### src/rtl/pdma_pkg.sv
package pdma_pkg;
    // Engine sequencing states.
    typedef enum logic [2:0] {
        ST_IDLE, ST_LOAD, ST_RD, ST_PUSH, ST_PULL, ST_WR, ST_DONE, ST_ERR
    } eng_state_e;
    // Slot index values.
    localparam logic SLOT_A = 1'b0;
    localparam logic SLOT_B = 1'b1;
endpackage

### src/rtl/pdma_regs.sv
// Control register, valid flags and descriptor storage for both slots.
// Assumes: valid bits are set by writing 1 and cleared by hardware;
// a set in the same cycle as a hardware clear wins; channel reset overrides both.
module pdma_regs #(
    parameter int ADDR_W   = 32,
    parameter int LEN_W    = 12,
    parameter int DESC_W   = 64,
    parameter int LEN_LSB  = 32,
    parameter int LAST_BIT = 63
) (
    input  logic                   clk,
    input  logic                   rst_n,
    input  logic                   ctl_we,
    input  logic [4:0]             ctl_wdata,
    input  logic                   desc_we,
    input  logic                   desc_sel,
    input  logic [DESC_W-1:0]      desc_wdata,
    input  logic [1:0]             hw_clr_i,
    output logic                   dir_o,
    output logic                   en_o,
    output logic                   crst_o,
    output logic [1:0]             valid_o,
    output logic [1:0][ADDR_W-1:0] base_o,
    output logic [1:0][LEN_W-1:0]  len_o,
    output logic [1:0]             last_o
);
    logic [1:0] set_req;
    logic       unused_desc;

    assign unused_desc = ^desc_wdata;
    // Slot A is armed by bit 4, slot B by bit 3.
    assign set_req = ctl_we ? {ctl_wdata[3], ctl_wdata[4]} : 2'b00;

    // Mode bits: direction, enable, channel reset.
    always_ff @(posedge clk) begin
        if (!rst_n) begin
            dir_o  <= 1'b0;
            en_o   <= 1'b0;
            crst_o <= 1'b0;
        end else if (ctl_we) begin
            dir_o  <= ctl_wdata[0];
            en_o   <= ctl_wdata[1];
            crst_o <= ctl_wdata[2];
        end
    end

    for (genvar s = 0; s < 2; s++) begin : g_slot
        // Valid flag: reset clears, software set beats hardware clear.
        always_ff @(posedge clk) begin
            if (!rst_n || crst_o)  valid_o[s] <= 1'b0;
            else if (set_req[s])   valid_o[s] <= 1'b1;
            else if (hw_clr_i[s])  valid_o[s] <= 1'b0;
        end

        // Descriptor fields captured on a write to this slot.
        always_ff @(posedge clk) begin
            if (!rst_n) begin
                base_o[s] <= '0;
                len_o[s]  <= '0;
                last_o[s] <= 1'b0;
            end else if (desc_we && (desc_sel == 1'(s))) begin
                base_o[s] <= desc_wdata[ADDR_W-1:0];
                len_o[s]  <= desc_wdata[LEN_LSB +: LEN_W];
                last_o[s] <= desc_wdata[LAST_BIT];
            end
        end


        set_wins_chk: assert property (@(posedge clk) disable iff (!rst_n)
            (set_req[s] && !crst_o) |=> valid_o[s]);
    end


    crst_clears_chk: assert property (@(posedge clk) disable iff (!rst_n)
        crst_o |=> (valid_o == 2'b00));
endmodule

### src/rtl/pdma_check.sv
// Descriptor screening: page crossing for any direction, 64-byte
// alignment for input. Purely combinational; assumes len fits LEN_W.
module pdma_check #(
    parameter int LEN_W   = 12,
    parameter int PAGE_W  = 12,
    parameter int ALIGN_W = 6
) (
    input  logic [PAGE_W-1:0] base_low_i,
    input  logic [LEN_W-1:0]  len_i,
    input  logic              dir_i,
    output logic              bad_o
);
    localparam int SUM_W = ((LEN_W > PAGE_W) ? LEN_W : PAGE_W) + 1;
    localparam logic [SUM_W-1:0] PAGE_BYTES = SUM_W'(1) << PAGE_W;

    logic [SUM_W-1:0] end_off;
    logic             crosses;
    logic             misaligned;

    // Flag a buffer that spills over its page, or a misaligned input base.
    always_comb begin
        end_off    = SUM_W'(base_low_i) + SUM_W'(len_i);
        crosses    = end_off > PAGE_BYTES;
        misaligned = dir_i && (|base_low_i[ALIGN_W-1:0]);
        bad_o      = crosses || misaligned;
    end
endmodule

### src/rtl/pdma_engine.sv
// Byte mover: picks a slot, loads and screens its descriptor, then
// moves one byte per memory handshake plus one stream handshake.
// Assumes mem_ack is only given while mem_req is high.
module pdma_engine
    import pdma_pkg::*;
#(
    parameter int ADDR_W = 32,
    parameter int LEN_W  = 12,
    parameter int DATA_W = 8
) (
    input  logic              clk,
    input  logic              rst_n,
    input  logic              en_i,
    input  logic              clr_i,
    input  logic              dir_i,
    input  logic [1:0]        valid_i,
    input  logic [ADDR_W-1:0] base_i,
    input  logic [LEN_W-1:0]  len_i,
    input  logic              last_i,
    input  logic              bad_i,
    output logic              mem_req_o,
    output logic              mem_we_o,
    output logic [ADDR_W-1:0] mem_addr_o,
    output logic [DATA_W-1:0] mem_wdata_o,
    input  logic [DATA_W-1:0] mem_rdata_i,
    input  logic              mem_ack_i,
    input  logic              mem_err_i,
    output logic              dout_valid_o,
    output logic [DATA_W-1:0] dout_data_o,
    input  logic              dout_ready_i,
    input  logic              din_valid_i,
    input  logic [DATA_W-1:0] din_data_i,
    output logic              din_ready_o,
    output logic [1:0]        hw_clr_o,
    output logic              tc_o,
    output logic              irq_a_o,
    output logic              irq_b_o,
    output logic              irq_err_o,
    output logic              ptr_o,
    output logic              active_o,
    output logic [LEN_W-1:0]  rem_o
);
    eng_state_e        st_q;
    logic              ptr_q, last_q;
    logic [ADDR_W-1:0] addr_q;
    logic [LEN_W-1:0]  rem_q, len_q;
    logic [DATA_W-1:0] hold_q;
    logic              fin, done;

    // Sequencer: slot choice, descriptor load, byte transfer, wrap-up.
    always_ff @(posedge clk) begin
        if (!rst_n || clr_i) begin
            st_q   <= ST_IDLE;
            ptr_q  <= SLOT_A;
            last_q <= 1'b0;
            addr_q <= '0;
            rem_q  <= '0;
            len_q  <= '0;
            hold_q <= '0;
        end else if (en_i) begin
            case (st_q)
                ST_IDLE: begin
                    if (valid_i[ptr_q])       st_q  <= ST_LOAD;
                    else if (valid_i[~ptr_q]) ptr_q <= ~ptr_q;
                end
                ST_LOAD: begin
                    last_q <= last_i;
                    addr_q <= base_i;
                    len_q  <= len_i;
                    rem_q  <= bad_i ? '0 : len_i;
                    if (bad_i)              st_q <= ST_ERR;
                    else if (len_i == '0)   st_q <= ST_DONE;
                    else                    st_q <= dir_i ? ST_PULL : ST_RD;
                end
                ST_RD: if (mem_ack_i) begin
                    hold_q <= mem_rdata_i;
                    st_q   <= mem_err_i ? ST_ERR : ST_PUSH;
                end
                ST_PUSH: if (dout_ready_i) begin
                    addr_q <= addr_q + ADDR_W'(1);
                    rem_q  <= rem_q - LEN_W'(1);
                    st_q   <= (rem_q == LEN_W'(1)) ? ST_DONE : ST_RD;
                end
                ST_PULL: if (din_valid_i) begin
                    hold_q <= din_data_i;
                    st_q   <= ST_WR;
                end
                ST_WR: if (mem_ack_i) begin
                    if (mem_err_i) st_q <= ST_ERR;
                    else begin
                        addr_q <= addr_q + ADDR_W'(1);
                        rem_q  <= rem_q - LEN_W'(1);
                        st_q   <= (rem_q == LEN_W'(1)) ? ST_DONE : ST_PULL;
                    end
                end
                default: begin
                    st_q <= ST_IDLE;
                    if (valid_i[~ptr_q]) ptr_q <= ~ptr_q;
                end
            endcase
        end
    end

    // Port decode of the current state, gated by enable.
    always_comb begin
        done         = en_i && (st_q == ST_DONE);
        irq_err_o    = en_i && (st_q == ST_ERR);
        fin          = done || irq_err_o;
        hw_clr_o     = fin ? (2'b01 << ptr_q) : 2'b00;
        irq_a_o      = done && (ptr_q == SLOT_A);
        irq_b_o      = done && (ptr_q == SLOT_B);
        tc_o         = done && last_q;
        mem_req_o    = en_i && ((st_q == ST_RD) || (st_q == ST_WR));
        mem_we_o     = (st_q == ST_WR);
        mem_addr_o   = addr_q;
        mem_wdata_o  = hold_q;
        dout_valid_o = en_i && (st_q == ST_PUSH);
        dout_data_o  = hold_q;
        din_ready_o  = en_i && (st_q == ST_PULL);
        ptr_o        = ptr_q;
        active_o     = en_i && (st_q != ST_IDLE);
        rem_o        = rem_q;
    end


    irq_once_chk: assert property (@(posedge clk) disable iff (!rst_n)
        (irq_a_o || irq_b_o) |=> !(irq_a_o || irq_b_o));

    freeze_hold_chk: assert property (@(posedge clk) disable iff (!rst_n)
        (!en_i && !clr_i) |=> ($stable(rem_q) && $stable(addr_q) && $stable(st_q)));

    rem_bound_chk: assert property (@(posedge clk) disable iff (!rst_n)
        (st_q != ST_IDLE && st_q != ST_LOAD) |-> (rem_q <= len_q));

    mem_err_abort_chk: assert property (@(posedge clk) disable iff (!rst_n)
        (mem_req_o && mem_ack_i && mem_err_i && !clr_i) |=> (st_q == ST_ERR));

    addr_step_chk: assert property (@(posedge clk) disable iff (!rst_n)
        (dout_valid_o && dout_ready_i && !clr_i) |=> (addr_q == $past(addr_q) + ADDR_W'(1)));
endmodule

### src/rtl/byte_dma_pingpong.sv
// Top: two-slot byte DMA channel. Joins the register file, the
// descriptor screen for the selected slot and the byte engine.
// Assumes descriptors are rewritten only for a slot not being loaded.
module byte_dma_pingpong #(
    parameter int ADDR_W   = 32,
    parameter int LEN_W    = 12,
    parameter int DATA_W   = 8,
    parameter int DESC_W   = 64,
    parameter int LEN_LSB  = 32,
    parameter int LAST_BIT = 63,
    parameter int PAGE_W   = 12,
    parameter int ALIGN_W  = 6,
    localparam int DIAG_W  = LEN_W + 2
) (
    input  logic              clk,
    input  logic              rst_n,
    input  logic              ctl_we,
    input  logic [4:0]        ctl_wdata,
    output logic [4:0]        ctl_q,
    input  logic              desc_we,
    input  logic              desc_sel,
    input  logic [DESC_W-1:0] desc_wdata,
    output logic [DIAG_W-1:0] diag_q,
    output logic              mem_req,
    output logic              mem_we,
    output logic [ADDR_W-1:0] mem_addr,
    output logic [DATA_W-1:0] mem_wdata,
    input  logic [DATA_W-1:0] mem_rdata,
    input  logic              mem_ack,
    input  logic              mem_err,
    output logic              dout_valid,
    output logic [DATA_W-1:0] dout_data,
    input  logic              dout_ready,
    input  logic              din_valid,
    input  logic [DATA_W-1:0] din_data,
    output logic              din_ready,
    output logic              tc_pulse,
    output logic              irq_a,
    output logic              irq_b,
    output logic              irq_err
);
    logic                   dir, en, crst, ptr, active, bad;
    logic [1:0]             valid, hw_clr, last_s;
    logic [1:0][ADDR_W-1:0] base_s;
    logic [1:0][LEN_W-1:0]  len_s;
    logic [LEN_W-1:0]       rem;

    pdma_regs #(.ADDR_W(ADDR_W), .LEN_W(LEN_W), .DESC_W(DESC_W),
                .LEN_LSB(LEN_LSB), .LAST_BIT(LAST_BIT)) u_regs (
        .clk(clk), .rst_n(rst_n), .ctl_we(ctl_we), .ctl_wdata(ctl_wdata),
        .desc_we(desc_we), .desc_sel(desc_sel), .desc_wdata(desc_wdata),
        .hw_clr_i(hw_clr), .dir_o(dir), .en_o(en), .crst_o(crst),
        .valid_o(valid), .base_o(base_s), .len_o(len_s), .last_o(last_s));

    pdma_check #(.LEN_W(LEN_W), .PAGE_W(PAGE_W), .ALIGN_W(ALIGN_W)) u_check (
        .base_low_i(base_s[ptr][PAGE_W-1:0]), .len_i(len_s[ptr]),
        .dir_i(dir), .bad_o(bad));

    pdma_engine #(.ADDR_W(ADDR_W), .LEN_W(LEN_W), .DATA_W(DATA_W)) u_eng (
        .clk(clk), .rst_n(rst_n), .en_i(en), .clr_i(crst), .dir_i(dir),
        .valid_i(valid), .base_i(base_s[ptr]), .len_i(len_s[ptr]),
        .last_i(last_s[ptr]), .bad_i(bad),
        .mem_req_o(mem_req), .mem_we_o(mem_we), .mem_addr_o(mem_addr),
        .mem_wdata_o(mem_wdata), .mem_rdata_i(mem_rdata), .mem_ack_i(mem_ack),
        .mem_err_i(mem_err), .dout_valid_o(dout_valid), .dout_data_o(dout_data),
        .dout_ready_i(dout_ready), .din_valid_i(din_valid), .din_data_i(din_data),
        .din_ready_o(din_ready), .hw_clr_o(hw_clr), .tc_o(tc_pulse),
        .irq_a_o(irq_a), .irq_b_o(irq_b), .irq_err_o(irq_err),
        .ptr_o(ptr), .active_o(active), .rem_o(rem));

    // Readback words.
    assign ctl_q  = {valid[0], valid[1], crst, en, dir};
    assign diag_q = {rem, active, ptr};
endmodule

### config.mk
export PLATFORM = sky130hd
export DESIGN_NAME = byte_dma_pingpong
export DESIGN_NICKNAME = d
export VERILOG_FILES = /design/src/rtl/pdma_pkg.sv /design/src/rtl/pdma_regs.sv /design/src/rtl/pdma_check.sv /design/src/rtl/pdma_engine.sv /design/src/rtl/byte_dma_pingpong.sv
export SDC_FILE = /design/constraint.sdc
export NUM_CORES = 1
export LEC_CHECK = 0
export CORE_MARGIN = 3
export CORE_UTILIZATION = 35
export DETAILED_ROUTE_END_ITERATION = 6
export DONT_BUFFER_PORTS = 1
export PLACE_DENSITY_LB_ADDON = 0.3
export RECOVER_POWER = 50
export SLEW_MARGIN = 5
export SYNTH_ARGS = -nofsm -noshare
export SYNTH_HDL_FRONTEND = slang
export SYNTH_SLANG_ARGS = --single-unit
### constraint.sdc
create_clock -name clk -period 6.5 [get_ports clk]
set_clock_uncertainty 0.2 [all_clocks]
set_input_delay 0.325 -clock clk [delete_from_list [all_inputs] [get_ports clk]]
set_output_delay 0.325 -clock clk [all_outputs]
set_load 0.1 [all_outputs]
---- After elaboration in Yosys (flattened, before gate mapping) ----
Cells that the tools add are included.
Widths: inputs -> output; s select.
word-level totals
  register bits ........................... 152
  bits in latches ......................... 0
  memory bits (writable) .................. 0
  bits in read-only memories .............. 0
  bits of input ports ..................... 94
  output and inout bits ................... 75
  memories kept ........................... 0
operators by class
  add/sub/neg operators ................... 3
  multipliers ............................. 0
  divide/modulo/power cells ............... 0
  order comparisons ....................... 3
  equality and inequality tests ........... 15
  shift-type cells ........................ 1
  mux-type cells .......................... 44
  bitwise operators ....................... 3
  reduce and logical (&&, ||, !) cells .... 31
operators by type and width
  operator               number
  $mux 32                5
  $pmux 32 s3            1
  $mux 12                6
  $pmux 12 s3            1
  $mux 3                 11
  $add 32x1->32 const B  1
  $pmux 3 s6             1
  $mux 8                 2
  $pmux 8 s2             1
  $add 12x12->13         1
  $gt 13x13->1 const B   1
  $eq 12x1->1 const B    1
  $eq 3x3->1 const B     4
  $logic_and 1x1->1      12
  $logic_not 12->1       1
  $mux 1                 12
  $sub 12x1->12 const B  1
  $ne 2x2->1 const B     5
  $eq 3x2->1 const B     2
  $mux 2                 3
  $reduce_and 6->1       1
  $reduce_bool 2->1      3
  $reduce_bool 3->1      2
  $reduce_or 6->1        1
  other kinds (14)       21

---- Longest topological paths before layout ----
Gate-level depths: netlist of the first run.
  depth in word-level cells ............... 7
  gate-level depth with buffers ........... 15
  mapped depth without buffers ............ 11

---- Hierarchy ----
A second synthesis of the first run with hierarchy kept.
second synthesis, totals
  cells, all modules ...................... 989
  area, all modules ....................... 8814.7 um2
by module, submodules not included
  module             instances  cells each  area each (um2)
  pdma_engine        1          486         3802.4
  pdma_regs          1          361         3601.0
  byte_dma_pingpong  1          55          785.8
  pdma_check         1          87          625.6

---- Worst setup path before layout of the first run ----
No wires, ideal clock.
  path type ............................... register -> output
  start ................................... register u_eng.ptr_q (netlist: u_eng.ptr_o)
  end ..................................... output irq_b
  data arrival time ....................... 3.553 ns
  required time ........................... 5.975 ns
  setup slack ............................. 2.422 ns
  stages on the path, launching flop included .. 7
  buffers on the path ..................... 4
  path through ............................ dfxtp_1 -> buf_4 -> buf_4 -> buf_1 -> buf_2 -> inv_1 -> nor3_1
between the ends
  word-level cells in the longest chain between the ends .. 1
ends and longest elaborated chain
  what                    RTL line                 RTL
  from (decl)             pdma_engine.sv:44        logic ptr_q, last_q;
  from (signal assigned)  pdma_engine.sv:64        else if (valid_i[~ptr_q]) ptr_q <= ~ptr_q;
  from (signal assigned)  pdma_engine.sv:98        if (valid_i[~ptr_q]) ptr_q <= ~ptr_q;
  $logic_and 1x1->1       pdma_engine.sv:111       irq_b_o = done && (ptr_q == SLOT_B);
  to (decl)               byte_dma_pingpong.sv:39  output logic irq_b,
Every way passes these cells.

---- Worst setup path after layout of the first run ----
  start ................................... register u_eng.ptr_q (netlist: u_eng.ptr_o)
  end ..................................... register u_eng.rem_q[1] (netlist: u_eng.rem_o[1])
between the ends
  word-level cells in the longest chain between the ends .. 7
  elaborated cells on any way between the ends .. 11
ends and longest elaborated chain
  what                                               RTL line                            RTL
  $mux 32 or $mux 12 (tied branches) (2 in series)   -
  $add 12x12->13 or $reduce_or 6->1 (tied branches)  pdma_check.sv:22, pdma_check.sv:24
  $gt 13x13->1 or $logic_and 1x1->1 (tied branches)  pdma_check.sv:23, pdma_check.sv:24
  $logic_or 1x1->1                                   pdma_check.sv:25                    bad_o = crosses || misaligned;
  $mux 12 *                                          pdma_engine.sv:70                   rem_q <= bad_i ? '0 : len_i;
  $pmux 12 s3 *                                      pdma_engine.sv:61                   case (st_q)
  to (signal assigned)                               pdma_engine.sv:70
  to (signal assigned)                               pdma_engine.sv:81                   rem_q <= rem_q - LEN_W'(1);
  to (signal assigned)                               pdma_engine.sv:92                   rem_q <= rem_q - LEN_W'(1);
  to (decl)                                          pdma_engine.sv:46                   logic [LEN_W-1:0] rem_q, len_q;
Mark *: on every way between the ends. The rest lies on a longest branch, timed or not. The select of a mux whose other input is x is not followed.
A chain may end at the register's enable or synchronous reset.

==> results of run 1 <==
-- worst max-delay path by stage --
stage	start	endpoint
2_1_floorplan	u_eng.ptr_o	irq_b
3_3_place_gp	u_eng.ptr_o	u_eng.rem_o[1]
3_5_place_dp	u_eng.ptr_o	u_eng.rem_o[1]
4_1_cts	u_eng.ptr_o	u_eng.rem_o[1]
5_1_grt	u_eng.ptr_o	u_eng.rem_o[1]
6_report	u_eng.ptr_o	u_eng.rem_o[1]
-- logic make-up after synthesis --
group | after synthesis
buffers and inverters | 106
multiplexers | 55
AND/OR/NAND/NOR | 460
flip-flops | 152
AO/OA/AOI/OAI | 308
XOR/XNOR | 6
adder cells (fa/ha/maj) | 16
-- flip-flops by register name, summed over array words and instances, names as in the netlist --
register	flops
u_eng.dout_data_o	8
u_eng.last_q	1
u_eng.mem_addr_o	32
u_eng.ptr_o	1
u_eng.rem_o	12
u_eng.st_q	3
u_regs.base_o	64
u_regs.crst_o	1
u_regs.dir_o	1
u_regs.en_o	1
u_regs.last_o	2
u_regs.len_o	24
u_regs.valid_o	2
-- where the power goes --
group	switching (W)	internal, W	leakage [nW]
Combinational	0.000136	0.000104	2.09
Clock	0.000440	0.000558	0.287
Sequential	0.0000422	0.000960	1.24
-- cell usage after synthesis, types with 3 or more instances --
library cell and number:
nand2_1 238, dfxtp_1 152, a21boi_0 90, nor2_1 77, a21oi_1 73, o21ai_0 62, clkbuf_1 59, nor3_1 41
mux2i_1 29, mux2_2 25, nand3_1 21, buf_4 17, ha_1 15, inv_1 14, nand4_1 14, a211oi_1 13
and3_1 12, o22ai_1 12, nor2b_1 11, a311oi_1 9, nand2b_1 9, a21o_1 7, a22oi_1 7, a31oi_1 7
nor4_1 7, and2_1 6, buf_6 6, o211ai_1 6, buf_1 5, buf_2 5, nor3b_1 4, xor2_1 4
a41oi_1 3, and4_1 3, o21a_1 3, o21ai_1 3
-- metal layers --
layer | GRT usage | vias to the layer above | part of all wire
met5 | 0 | - | 0.00027
met4 | 0.0563 | 2 | 0.015
met3 | 0.0575 | 24 | 0.080
met2 | 0.288 | 231 | 0.43
met1 | 0.271 | 3718 | 0.48
li1 | - | 3925 | -
-- tightest hold or removal path, cell delays in order --
cell and delay (ns):
nor2_1 0.03, o221ai_1 0.17, o21a_1 0.11
-- timing repair --
item / 4_1_cts / 5_1_grt
endpoints found under the hold margin: 104 / 0
setup buffers: 0 / 0
gates resized for setup: 0 / 0
hold buffers: 80 / 0
-- per-stage QoR --
| step | worst slack, ns | cell area [um2] | hold slack, ns |
|---|---|---|---|
| after floorplan | 2.42 | 8460 | 0.239 |
| after global placement | 2.04 | 8740 | 0.246 |
| after detailed placement | 2.03 | 8740 | 0.251 |
| after CTS | 2.01 | 10100 | 0.0279 |
| after global routing | 1.65 | 10100 | 0.0547 |
| final | 2.00 | 10100 | 0.0396 |
-- area by class of cell --
class / count / area share
Antenna cell: 1 / 0.000248
Clock buffer: 19 / 0.0449
Clock inverter: 13 / 0.0131
Inverter: 14 / 0.00521
Multi-Input combinational cell: 845 / 0.492
Sequential cell: 152 / 0.302
Tap cell: 319 / 0.0395
Timing Repair Buffer: 103 / 0.103
==> results.py, run 1 <==
metrics = {
    "timing": {
        "final.min_clock_period_ns": 4.50,
        "finalSetupViolCount": 0,
        "tightest_slew_ns": 3.51,
        "drv_slew": 104,
        "tns_ns": 0,
        "slew_headroom": -1.35,
        "max_freq_ghz": 0.222,
        "rsz0062_at_grt": "no",
        "hold_viol": 0,
        "post-route-period-util": 0.693,
    },
    "detailed_routing": {
        "drc_errors": 0,
        "vias": 7900,
        "wl_um": 25800,
        "first_iter_violations": 668,
        "routedWlPerCell_um": 17.6,
        "antenna_left": 0,
        "first_pass_iters": 5,
        "viasPerCell": 5.39,
    },
    "status": {
        "outcome": "finished with violations",
        "violations": "capacitance limit, slew limit",
    },
    "final_layout": {
        "finalNetCount": 1243,
        "syn_to_final_growth_pct": 19.3,
        "seq_area_um2": 3050,
        "fin_util": 0.428,
        "multi_input_area_um2": 4960,
        "final_cells": 1466,
        "fill_cells": 2401,
        "drive_above_1_share": 0.0838,
        "final_cell_mix": "238 x nand2_1, 149 x dfxtp_1, 90 x a21boi_0",
        "layout_commonest_cell": "nand2_1",
    },
    "clocking": {
        "clk_latency_ns": 0.43,
        "cts_buffers": 17,
        "clk_root_buffer_cell": "clkbuf_16",
        "cts_buffer_depth": 2,
        "tritoncts": "yes",
        "cts.sinks": 152,
        "cts_max_level": 4,
        "clk_pin_slew_ns": 0.07,
    },
    "grt": {
        "grt_usage": 0.193,
        "grt_max_degree": 83,
        "antenna_found_initial": 2,
        "grt_pass1_vias": 7419,
        "grt_pass1_wl_um": 40800,
        "grt_overflow_total": 0,
    },
    "logic_synthesis": {
        "synthXorXnorAreaFrac": 0.00621,
        "synth_compound_area_frac": 0.235,
        "ys_seq_area_frac": 0.360,
        "synth.net_count": 1213,
        "synth.cell_area_um2": 8460,
        "synth_edf_count": 0,
        "synth.top_cell.area_share": 0.360,
        "synth_ff_type": "dfxtp_1",
        "ys_ff_latch": 152,
        "synth_top_family_by_area": "simple AND/OR/NAND/NOR gates",
        "synth.largest_area_cell": "dfxtp_1",
        "ys_warn_count": 0,
        "muxShareOfSynthArea": 0.0694,
        "synth_top_cells_by_area": "dfxtp_1 36%, nand2_1 11%, a21boi_0 8.0%",
        "async_flop_share": 0,
        "post_synth_and_or_nand_nor_area_fraction": 0.244,
        "synth.distinct_cells": 64,
        "syn_avg_cell_area_um2": 7.67,
        "synthCells": 1103,
        "synthAdderAreaFrac": 0.0246,
    },
    "floorplanning": {
        "core_area_um2": 23600,
        "die_y_um": 161,
        "ios": 169,
        "row_count": 56,
        "die_area_um2": 26100,
        "fp.dieW_um": 161,
        "initial_core_util": 0.358,
    },
    "worst_setup_path": {
        "cp.depth": 10,
        "cp-start-kind": "register",
        "r2r-end": "u_eng.rem_o[1]",
        "cpMaxStageDelayCell": "dfxtp_4",
        "critical_path_class": "register to register",
        "worst_setup_path_end_kind": "register",
        "worst-r2r-cell-count": 10,
        "critPathTopFamily": "compound AO/OA/AOI/OAI gates",
        "critPathRequiredTime_ns": 6.63,
        "reg2reg_from": "u_eng.ptr_o",
        "path_cells": "mux2_2 -> ha_1 -> fa_1 -> a21oi_1 -> o21ai_0 -> a2111oi_0 -> o2111ai_2 -> o21ai_2 -> a41oi_1 -> a211oi_1",
        "r2r_slack_ns": 2.00,
        "worst_ep_arrival_time_ns": 4.63,
        "max_stage_delay_ns": 0.86,
        "path_max_fanout": 53,
        "worst-path-buf-inv": 0,
    },
    "flow_run": {
        "maxCapViolCount": 8,
    },
    "placement": {
        "placed_cells": 1353,
        "hpwl_um": 16900,
        "io_buffers": 0,
        "gp_congestion": 0.847,
    },
    "power_and_ir_drop": {
        "power.total_w": 0.00224,
        "worst_ir_drop_vdd_mv": 0.152,
        "cellPowerDensity_nw_per_um2": 222,
        "p_leak_nw": 3.61,
    },
    "hold_path": {
        "min_to": "u_eng.st_q[1]",
        "hold_start": "mem_err",
        "hold_class": "input pin to register",
        "hold_path_depth": 3,
    },
}
Note: power is estimated with default switching activity, not from simulation.
==> run 2, diff against run 1 <==
Clock period 6.5 ns to 4.2 ns, I/O delays scaled along.
==> results.py, run 2 (same netlist as run 1, synthesis figures left out) <==
metrics = {
    "status": {
        "outcome": "finished with violations",
        "violations": "capacitance limit, slew limit",
    },
    "worst_setup_path": {
        "max_stage_delay_ns": 0.56,
        "path_max_fanout": 22,
        "critPathRequiredTime_ns": 4.32,
        "worst_setup_path_end_kind": "register",
        "r2r-end": "u_eng.st_q[1]",
        "r2r_slack_ns": 0.21,
        "cp-start-kind": "register",
        "worst_ep_arrival_time_ns": 4.11,
        "cpMaxStageDelayCell": "dfxtp_4",
        "critical_path_class": "register to register",
        "path_cells": "buf_12 -> mux2_2 -> ha_1 -> mux2_4 -> or4_4 -> nor4_4 -> o2111ai_2 -> o21ai_2 -> buf_4 -> nand2_2 -> o21a_1",
        "worst-r2r-cell-count": 11,
        "reg2reg_from": "u_eng.ptr_o",
    },
    "grt": {
        "grt_pass1_vias": 7548,
        "grt_max_degree": 87,
        "antenna_found_initial": 1,
        "grt_usage": 0.199,
        "grt_pass1_wl_um": 41700,
        "grt_overflow_total": 0,
    },
    "final_layout": {
        "largest-register": "u_regs.base_o",
        "layout_commonest_cell": "nand2_1",
        "drive_above_1_share": 0.0898,
        "final_cell_mix": "238 x nand2_1, 151 x dfxtp_1, 90 x a21boi_0",
        "syn_to_final_growth_pct": 23.2,
        "finalNetCount": 1300,
        "largest_reg_flops": 64,
    },
    "power_and_ir_drop": {
        "clkPwrFrac": 0.454,
        "switchingPower_w": 0.000978,
        "worst_ir_drop_vdd_mv": 0.212,
        "seqPwrFrac": 0.427,
        "cellPowerDensity_nw_per_um2": 341,
        "swShare": 0.275,
        "comb_power_share": 0.119,
        "p_leak_nw": 3.75,
        "p_int_w": 0.00258,
    },
    "detailed_routing": {
        "viasPerCell": 5.29,
        "vias": 8055,
        "first_pass_iters": 5,
        "antenna_left": 0,
        "drc_errors": 0,
        "routedWlPerCell_um": 17.4,
        "first_iter_violations": 662,
        "wl_um": 26400,
    },
    "timing": {
        "finalSetupViolCount": 0,
        "final.min_clock_period_ns": 3.99,
        "tightest_slew_ns": 3.20,
        "rsz0062_at_grt": "no",
        "post-route-period-util": 0.950,
        "max_freq_ghz": 0.251,
        "slew_headroom": -1.13,
        "drv_slew": 154,
        "whs_ns": 0.0515,
        "tns_ns": 0,
        "hold_viol": 0,
    },
    "hold_path": {
        "min_to": "u_eng.st_q[2]",
        "hold_start": "mem_err",
        "hold_path_depth": 4,
        "hold_class": "input pin to register",
    },
    "flow_run": {
        "maxCapViolCount": 11,
    },
    "clocking": {
        "clk_root_buffer_cell": "clkbuf_16",
        "cts_max_level": 4,
        "cts_buffer_depth": 2,
        "clk_pin_slew_ns": 0.07,
        "cts_setup_buffers": 0,
        "clk_latency_ns": 0.44,
        "tritoncts": "yes",
        "cts_buffers": 17,
        "cts.sinks": 152,
    },
    "floorplanning": {
        "die_y_um": 161,
        "core_area_um2": 23600,
        "fp.dieW_um": 161,
        "die_area_um2": 26100,
        "row_count": 56,
        "initial_core_util": 0.358,
        "ios": 169,
    },
    "placement": {
        "hpwl_um": 17600,
        "gp_congestion": 0.872,
        "io_buffers": 0,
    },
}
## run 2: cell count changes in the layout (fill, tap and decap cells not counted), sizes merged
cell | previous run | this run
clkbuf | 33 | 71
inv | 20 | 22
bufinv | 1 | 2
dlygate4sd3 | 79 | 84
buf | 10 | 23
clkinv | 5 | 3
## run 2: area by class of cell
cell class	instances	area, um2
fillers	2430	13200
multi-input cells	845	4970
flip-flops and latches	152	3050
repair buffers	160	1330
clock buffers	18	439
well taps	319	399
clock inverters	14	179
inverters	14	52.6
diodes	1	2.50
## run 2: critical path, delay by kind of cell, from the launching register on
| kind | cells | cell delay (ns) |
|---|---|---|
| buffers and inverters | 2 | 0.40 |
| muxes | 2 | 0.69 |
| adders and majority gates | 1 | 0.43 |
| AOI/OAI and AO/OA | 3 | 0.77 |
| and+or+nand+nor | 3 | 0.80 |
| DFF | 1 | 0.56 |
## run 2: power groups by stage
stage                     clock network, W  logic (W)  registers (W)
after floorplan                          0   0.000259        0.00156
after global placement                   0   0.000338        0.00155
after detailed placement                 0   0.000341        0.00155
after CTS                          0.00165   0.000420        0.00152
after global routing               0.00171   0.000465        0.00152
final                              0.00161   0.000423        0.00152
## run 2: layer usage
| metal | global-route usage | wire, um |
|---|---|---|
| met1 | 0.281 | 12500 |
| met4 | 0.0493 | 380 |
| met3 | 0.0654 | 2140 |
| met2 | 0.293 | 11500 |
| met5 | 0 | 0 |
## run 2: what timing repair did
item                                    in CTS  in global routing
endpoints found under the setup margin       0                  6
gates resized for setup                      0                  1
hold buffers                                85                  0
endpoints found under the hold margin      105                  0
## run 2: how the worst max path moves through the flow
stage	startpoint	to	slack, ns	cells after the start
2_1_floorplan	u_eng.ptr_o	irq_b	0.24	6
3_3_place_gp	u_eng.ptr_o	u_eng.st_q[1]	0.24	11
3_5_place_dp	u_eng.ptr_o	u_eng.st_q[1]	0.27	11
4_1_cts	u_eng.ptr_o	u_eng.st_q[1]	0.22	11
5_1_grt	u_eng.ptr_o	u_eng.rem_o[10]	0.02	11
6_report	u_eng.ptr_o	u_eng.st_q[1]	0.21	11
## run 2: through the flow
stage          setup WS [ns]  utilization  power, W  instance area (um2)  std cells
6_report               0.210        0.441   0.00355                10400       1523
2_1_floorplan          0.237            -   0.00182                 8460       1103
4_1_cts                0.222        0.450   0.00359                10600       1522
5_1_grt               0.0187        0.441   0.00369                10400       1523
3_3_place_gp           0.238        0.387   0.00189                 9140       1405
3_5_place_dp           0.268        0.387   0.00189                 9140       1405
